`config.mk`:
```
export PLATFORM = sky130hd
export DESIGN_NAME = sem_flag_unit
export DESIGN_NICKNAME = d
export VERILOG_FILES = /design/src/rtl/sem_pkg.sv /design/src/rtl/sem_rst_sync.sv /design/src/rtl/sem_port_dec.sv /design/src/rtl/sem_flag_cell.sv /design/src/rtl/sem_flag_unit.sv
export SDC_FILE = /design/constraint.sdc
export NUM_CORES = 1
export LEC_CHECK = 0
export BUFFER_PORTS_ARGS = -buffer_cell sky130_fd_sc_hd__buf_2
export CORE_ASPECT_RATIO = 0.9
export CORE_MARGIN = 4
export CORE_UTILIZATION = 25
export DETAILED_ROUTE_END_ITERATION = 8
export HOLD_SLACK_MARGIN = 0.12
export PLACE_DENSITY = 0.43
export SYNTH_ARGS = -nofsm -noshare
export SYNTH_HDL_FRONTEND = slang
export SYNTH_SLANG_ARGS = --single-unit
```
`constraint.sdc`:
```
create_clock -name clk -period 4 [get_ports clk]
set_input_delay 0.8 -clock clk [delete_from_list [all_inputs] [get_ports clk]]
set_output_delay 0.8 -clock clk [all_outputs]
set_load 0.01 [all_outputs]
```
`src/rtl/sem_pkg.sv`:
```
package sem_pkg;
  typedef enum logic [1:0] {
    OWN_FREE  = 2'd0,
    OWN_LEFT  = 2'd1,
    OWN_RIGHT = 2'd2
  } own_t;
endpackage

```
`src/rtl/sem_rst_sync.sv`:
```
module sem_rst_sync #(
  parameter int STAGES = 2
) (
  input  logic clk,
  input  logic rst_n,
  output logic rst_n_sync
);
  logic [STAGES-1:0] chain_q;

  always_ff @(posedge clk or negedge rst_n) begin
    if (!rst_n) chain_q <= '0;
    else        chain_q <= {chain_q[STAGES-2:0], 1'b1};
  end

  assign rst_n_sync = chain_q[STAGES-1];
endmodule

```
`src/rtl/sem_port_dec.sv`:
```
module sem_port_dec #(
  parameter int IDX_W  = 3,
  parameter int DATA_W = 16
) (
  input  logic              sel_n,
  input  logic              cs_n,
  input  logic              wr_n,
  input  logic              rd_n,
  input  logic              ub_n,
  input  logic              lb_n,
  input  logic [IDX_W-1:0]  idx_in,
  input  logic [DATA_W-1:0] wdata,
  output logic              wr_go,
  output logic              rd_go,
  output logic              wr_bit,
  output logic [IDX_W-1:0]  idx
);
  logic flag_cycle;
  logic byte_any;

  always_comb begin
    flag_cycle = !sel_n && cs_n;
    byte_any   = !ub_n || !lb_n;
    wr_go      = flag_cycle && !wr_n && byte_any;
    rd_go      = flag_cycle && wr_n && !rd_n;
    wr_bit     = wdata[0];
    idx        = idx_in;
  end
endmodule

```
`src/rtl/sem_flag_cell.sv`:
```
module sem_flag_cell
  import sem_pkg::*;
(
  input  logic clk,
  input  logic rst_n,
  input  logic l_claim,
  input  logic l_free,
  input  logic r_claim,
  input  logic r_free,
  output own_t owner
);
  own_t own_q, own_d;
  logic req_l_q, req_l_d;
  logic req_r_q, req_r_d;
  logic upd_en;

  always_comb begin
    upd_en  = l_claim || l_free || r_claim || r_free;
    req_l_d = req_l_q;
    req_r_d = req_r_q;
    if (l_claim) req_l_d = 1'b1;
    if (l_free)  req_l_d = 1'b0;
    if (r_claim) req_r_d = 1'b1;
    if (r_free)  req_r_d = 1'b0;
    own_d = own_q;
    if (own_q == OWN_LEFT  && !req_l_d) own_d = OWN_FREE;
    if (own_q == OWN_RIGHT && !req_r_d) own_d = OWN_FREE;
    if (own_d == OWN_FREE) begin
      if (req_l_d)      own_d = OWN_LEFT;
      else if (req_r_d) own_d = OWN_RIGHT;
    end
  end

  always_ff @(posedge clk or negedge rst_n) begin
    if (!rst_n) begin
      own_q   <= OWN_FREE;
      req_l_q <= 1'b0;
      req_r_q <= 1'b0;
    end else if (upd_en) begin
      own_q   <= own_d;
      req_l_q <= req_l_d;
      req_r_q <= req_r_d;
    end
  end

  assign owner = own_q;

  // only the holder's own release takes a flag from the left port
  p_hold_left_r7: assert property (@(posedge clk) disable iff (!rst_n)
    (own_q == OWN_LEFT && !l_free) |=> (own_q == OWN_LEFT));
  p_hold_right_r7: assert property (@(posedge clk) disable iff (!rst_n)
    (own_q == OWN_RIGHT && !r_free) |=> (own_q == OWN_RIGHT));
  // same-cycle claims on a free flag favour the left port
  p_tie_left_r9: assert property (@(posedge clk) disable iff (!rst_n)
    (own_q == OWN_FREE && l_claim && r_claim) |=> (own_q == OWN_LEFT));
  // a pending right claim takes over on left release
  p_handoff_r8: assert property (@(posedge clk) disable iff (!rst_n)
    (own_q == OWN_LEFT && l_free && req_r_q && !r_free) |=> (own_q == OWN_RIGHT));
endmodule

```
`src/rtl/sem_flag_unit.sv`:
```
module sem_flag_unit
  import sem_pkg::*;
#(
  parameter int NUM_FLAGS = 8,
  parameter int DATA_W    = 16,
  localparam int IDX_W    = $clog2(NUM_FLAGS)
) (
  input  logic              clk,
  input  logic              rst_n,
  input  logic              l_sel_n,
  input  logic              l_cs_n,
  input  logic              l_wr_n,
  input  logic              l_rd_n,
  input  logic              l_ub_n,
  input  logic              l_lb_n,
  input  logic [IDX_W-1:0]  l_idx,
  input  logic [DATA_W-1:0] l_wdata,
  output logic [DATA_W-1:0] l_rdata,
  output logic              l_rd_act,
  input  logic              r_sel_n,
  input  logic              r_cs_n,
  input  logic              r_wr_n,
  input  logic              r_rd_n,
  input  logic              r_ub_n,
  input  logic              r_lb_n,
  input  logic [IDX_W-1:0]  r_idx,
  input  logic [DATA_W-1:0] r_wdata,
  output logic [DATA_W-1:0] r_rdata,
  output logic              r_rd_act
);
  logic rst_n_int;
  logic l_wr, l_rd, l_bit;
  logic r_wr, r_rd, r_bit;
  logic [IDX_W-1:0] l_sel_idx, r_sel_idx;
  own_t owner [NUM_FLAGS];
  logic [2*NUM_FLAGS-1:0] own_vec;
  logic l_val, r_val;

  sem_rst_sync #(.STAGES(2)) u_rst (
    .clk(clk), .rst_n(rst_n), .rst_n_sync(rst_n_int)
  );

  sem_port_dec #(.IDX_W(IDX_W), .DATA_W(DATA_W)) u_dec_l (
    .sel_n(l_sel_n), .cs_n(l_cs_n), .wr_n(l_wr_n), .rd_n(l_rd_n),
    .ub_n(l_ub_n), .lb_n(l_lb_n), .idx_in(l_idx), .wdata(l_wdata),
    .wr_go(l_wr), .rd_go(l_rd), .wr_bit(l_bit), .idx(l_sel_idx)
  );

  sem_port_dec #(.IDX_W(IDX_W), .DATA_W(DATA_W)) u_dec_r (
    .sel_n(r_sel_n), .cs_n(r_cs_n), .wr_n(r_wr_n), .rd_n(r_rd_n),
    .ub_n(r_ub_n), .lb_n(r_lb_n), .idx_in(r_idx), .wdata(r_wdata),
    .wr_go(r_wr), .rd_go(r_rd), .wr_bit(r_bit), .idx(r_sel_idx)
  );

  for (genvar g = 0; g < NUM_FLAGS; g++) begin : g_flag
    logic hit_l, hit_r;
    assign hit_l = l_wr && (l_sel_idx == IDX_W'(g));
    assign hit_r = r_wr && (r_sel_idx == IDX_W'(g));
    sem_flag_cell u_cell (
      .clk(clk), .rst_n(rst_n_int),
      .l_claim(hit_l && !l_bit), .l_free(hit_l && l_bit),
      .r_claim(hit_r && !r_bit), .r_free(hit_r && r_bit),
      .owner(owner[g])
    );
    assign own_vec[2*g +: 2] = owner[g];
  end

  always_comb begin
    l_val    = (owner[l_sel_idx] != OWN_LEFT);
    r_val    = (owner[r_sel_idx] != OWN_RIGHT);
    l_rd_act = l_rd;
    r_rd_act = r_rd;
    l_rdata  = l_rd ? {DATA_W{l_val}} : '0;
    r_rdata  = r_rd ? {DATA_W{r_val}} : '0;
  end

  // an ignored left access with the right port idle changes nothing
  p_illegal_ignored_r4: assert property (@(posedge clk) disable iff (!rst_n_int)
    (!l_sel_n && !l_cs_n && r_sel_n) |=> $stable(own_vec));
  // an active read replicates one value across the bus
  p_read_fill_r3: assert property (@(posedge clk) disable iff (!rst_n_int)
    l_rd_act |-> ($countones(l_rdata) == 0 || $countones(l_rdata) == DATA_W));
  p_noread_quiet_r3: assert property (@(posedge clk) disable iff (!rst_n_int)
    !r_rd_act |-> (r_rdata == '0));
endmodule

```
==> impl_metrics.json <==
{
  "drv_slew": 0,
  "synth_warnings": 0,
  "cts_root_buffer": "clkbuf_16",
  "num-fill-cells": 1036,
  "layout_min_cycle_time_ns": 3.07,
  "crit_fanout": 16,
  "coreArea_um2": 9830,
  "rows": 34,
  "antenna_cells": 0,
  "stdcell_area_um2": 2860,
  "postCtsSetupBuffers": 0,
  "timing.final.crit_share": 0.768,
  "hold_class": "reg2async",
  "gr-total-overflow": 0,
  "grt_pass1_vias": 2158,
  "place_congestion": 0.835,
  "ios": 86,
  "hold_violations": 0,
  "ys_async_sr_fraction": 1.00,
  "clk_pin_slew_ns": 0.05,
  "placedInstanceArea_um2": 2720,
  "routed_wl_um": 7690,
  "leakage_nw": 1.17,
  "drc_errors": 0,
  "clock-sinks": 34,
  "fin_tns_setup_ns": 0,
  "cp_data_required_time_ns": 3.20,
  "antenna_found_initial": 0,
  "status": "finished clean",
  "die_w_um": 114,
  "grt_max_degree": 33,
  "critPathSlowestCell": "a311oi_1",
  "clock_latency_ns": 0.28,
  "cap_violations": 0,
  "rsz0062_at_grt": "no",
  "synthDistinctLibCells": 68,
  "netlist_instances": 281,
  "cts_tree": "yes",
  "worstPathCellList": "buf_2 > nor3b_1 > a311oi_1 > a211oi_1 > nor3b_1 > buf_4 > buf_2",
  "arrival_ns": 2.27,
  "power_density_nw_per_um2": 347,
  "slew_headroom": 0.384,
  "synth_edf_count": 0,
  "viasPerCell": 5.39,
  "pre_cts_slack_ns": 0.947,
  "num_vias": 2313,
  "ys_ff_latch": 34,
  "max_freq_mhz": 326,
  "wire_per_inst_um": 17.9,
  "critPathCaptureType": "output port",
  "layout-drive-gt1-share": 0.284,
  "worst_slew_pin_slew_ns": 0.925,
  "cts_hold_buf": 0,
  "fp.dieArea_um2": 11900,
  "power.total_mw": 0.992,
  "initial_core_util": 0.259,
  "place.port_buffers": 55,
  "synth_fp_nets": 333,
  "ys_seq_area_frac": 0.334,
  "start_kind": "input port",
  "synth_ff_type": "dfrtp_1",
  "cts.path.max_buffers": 2,
  "synth_area_um2": 2550,
  "grt_pass1_wl_um": 12300,
  "hpwlAfterDp_um": 5610,
  "ant_nets": 0,
  "syn_avg_cell_area_um2": 9.07,
  "final_nets": 355,
  "worstSetupPathType": "in2out",
  "cts_resized": 0,
  "clock_skew_ns": 0.00227,
  "fp.dieH_um": 104,
  "htreeDepth": 2,
  "cts_buffers": 5,
  "dr.first_iter.drc_count": 115,
  "grt_usage": 0.130,
  "syn_to_final_growth_pct": 12.0,
  "crit_path_max_incr_delay_ns": 0.41,
  "setup_viol": 0,
  "irDropWorstVdd_mv": 0.159,
  "fin_ws_ns": 0.930,
  "drt_first_pass_iters": 4
}
## flip-flops by register name, summed over array words and instances, names as in the netlist
| register | flops |
|---|---|
| g_flag.u_cell.owner | 16 |
| g_flag.u_cell.req_l_q | 8 |
| g_flag.u_cell.req_r_q | 8 |
| u_rst.chain_q | 2 |
## power breakdown
group / leakage [nW] / switching, mW / internal [mW]
clock network: 0.0640 / 0.143 / 0.228
registers: 0.444 / 0.0310 / 0.391
logic: 0.664 / 0.121 / 0.0786
## layer usage
layer	vias to the layer above	GRT usage	routed length, um
met3	4	0.0222	486
met1	1108	0.207	3990
li1	1120	-	-
met4	0	0.0331	52
met5	-	0	0
met2	81	0.178	3160
## final timing paths
path,startpoint,endpoint,slack (ns),cells after the start
hold reg to reg,u_rst.chain_q[1]$_DFF_PN0_,g_flag[2].u_cell.req_r_q$_DFFE_PN0P_,0.28,1
setup reg to reg,g_flag[7].u_cell.owner[1]$_DFFE_PN0P_,g_flag[7].u_cell.owner[0]$_DFFE_PN0P_,2.64,3
min in group clk,u_rst.chain_q[0]$_DFF_PN0_,u_rst.chain_q[1]$_DFF_PN0_,0.35,0
max in group asynchronous,u_rst.chain_q[1]$_DFF_PN0_,g_flag[4].u_cell.owner[0]$_DFFE_PN0P_,3.41,1
hold / removal,u_rst.chain_q[1]$_DFF_PN0_,g_flag[2].u_cell.req_r_q$_DFFE_PN0P_,0.28,1
setup / recovery,l_idx[0],l_rdata[15],0.93,7
## critical path: cells and delay by family
family                 cells  cell delay (ns)
AND/OR/NAND/NOR            2             0.33
AO/OA/AOI/OAI              2             0.53
buffers and inverters      3             0.61
## synthesized netlist by cell type (all sizes together), types with 3 or more instances
library cell / number / area (um2)
dfrtp: 34 / 851
buf: 33 / 240
nor3: 19 / 95.1
a211oi: 18 / 140
inv: 16 / 60.1
nand2: 15 / 56.3
nor4: 11 / 83.8
nand3: 10 / 50.1
clkbuf: 9 / 33.8
or2: 9 / 56.3
a2111oi: 8 / 76.3
o211ai: 6 / 45.0
nor2: 5 / 18.8
o22a: 5 / 45.0
o31a: 5 / 43.8
a211o: 4 / 35.0
a221oi: 4 / 41.3
a21boi: 3 / 22.5
a21o: 3 / 22.5
a21oi: 3 / 15.0
a311oi: 3 / 26.3
and4bb: 3 / 37.5
nand2b: 3 / 18.8
nand4: 3 / 18.8
nor3b: 3 / 22.5
o21ai: 3 / 15.0
## through the flow
step	instances	util	hold slack, ns
floorplan	281	-	0.331
global placement	422	0.277	0.306
detailed placement	422	0.277	0.294
CTS	429	0.291	0.293
global route	429	0.291	0.291
finish	429	0.291	0.277
## cells by family after synthesis
logic type      count (synthesis)  synth area share
simple gates                  101             0.251
flops                          34             0.334
buf+inv                        58             0.131
other cells                     1           0.00147
compound gates                 86             0.278
mux                             1           0.00442
## placed cells by master (no fill, tap or decap), types with 3 or more instances in the layout
| cell | netlist | final |
|---|---|---|
| dfrtp_1 | 34 | 34 |
| nand2b_1 | 3 | 3 |
| o22a_1 | 4 | 4 |
| nor3_1 | 19 | 19 |
| clkbuf_16 | 0 | 5 |
| nand2_1 | 15 | 15 |
| a21oi_1 | 3 | 3 |
| buf_2 | 3 | 55 |
| a211oi_1 | 17 | 17 |
| and4bb_2 | 3 | 3 |
| a21o_1 | 3 | 3 |
| nor3b_1 | 3 | 3 |
| inv_1 | 16 | 16 |
| o31a_1 | 5 | 5 |
| o211ai_1 | 6 | 6 |
| nand4_1 | 3 | 3 |
| a2111oi_0 | 7 | 7 |
| nor4_1 | 10 | 10 |
| or2_2 | 9 | 9 |
| nand3_1 | 10 | 10 |
| a221oi_1 | 3 | 3 |
| a311oi_1 | 3 | 3 |
| nor2_1 | 5 | 5 |
| a211o_1 | 4 | 4 |
## layout make-up
class / count / area [um2] / area share
multi-input cells: 189 / 1360 / 0.478
flip-flops and latches: 34 / 851 / 0.298
repair buffers: 57 / 290 / 0.102
well taps: 126 / 158 / 0.0552
clock buffers: 7 / 133 / 0.0465
inverters: 16 / 60.1 / 0.0210
No activity file was read; power rests on OpenSTA's default activity.
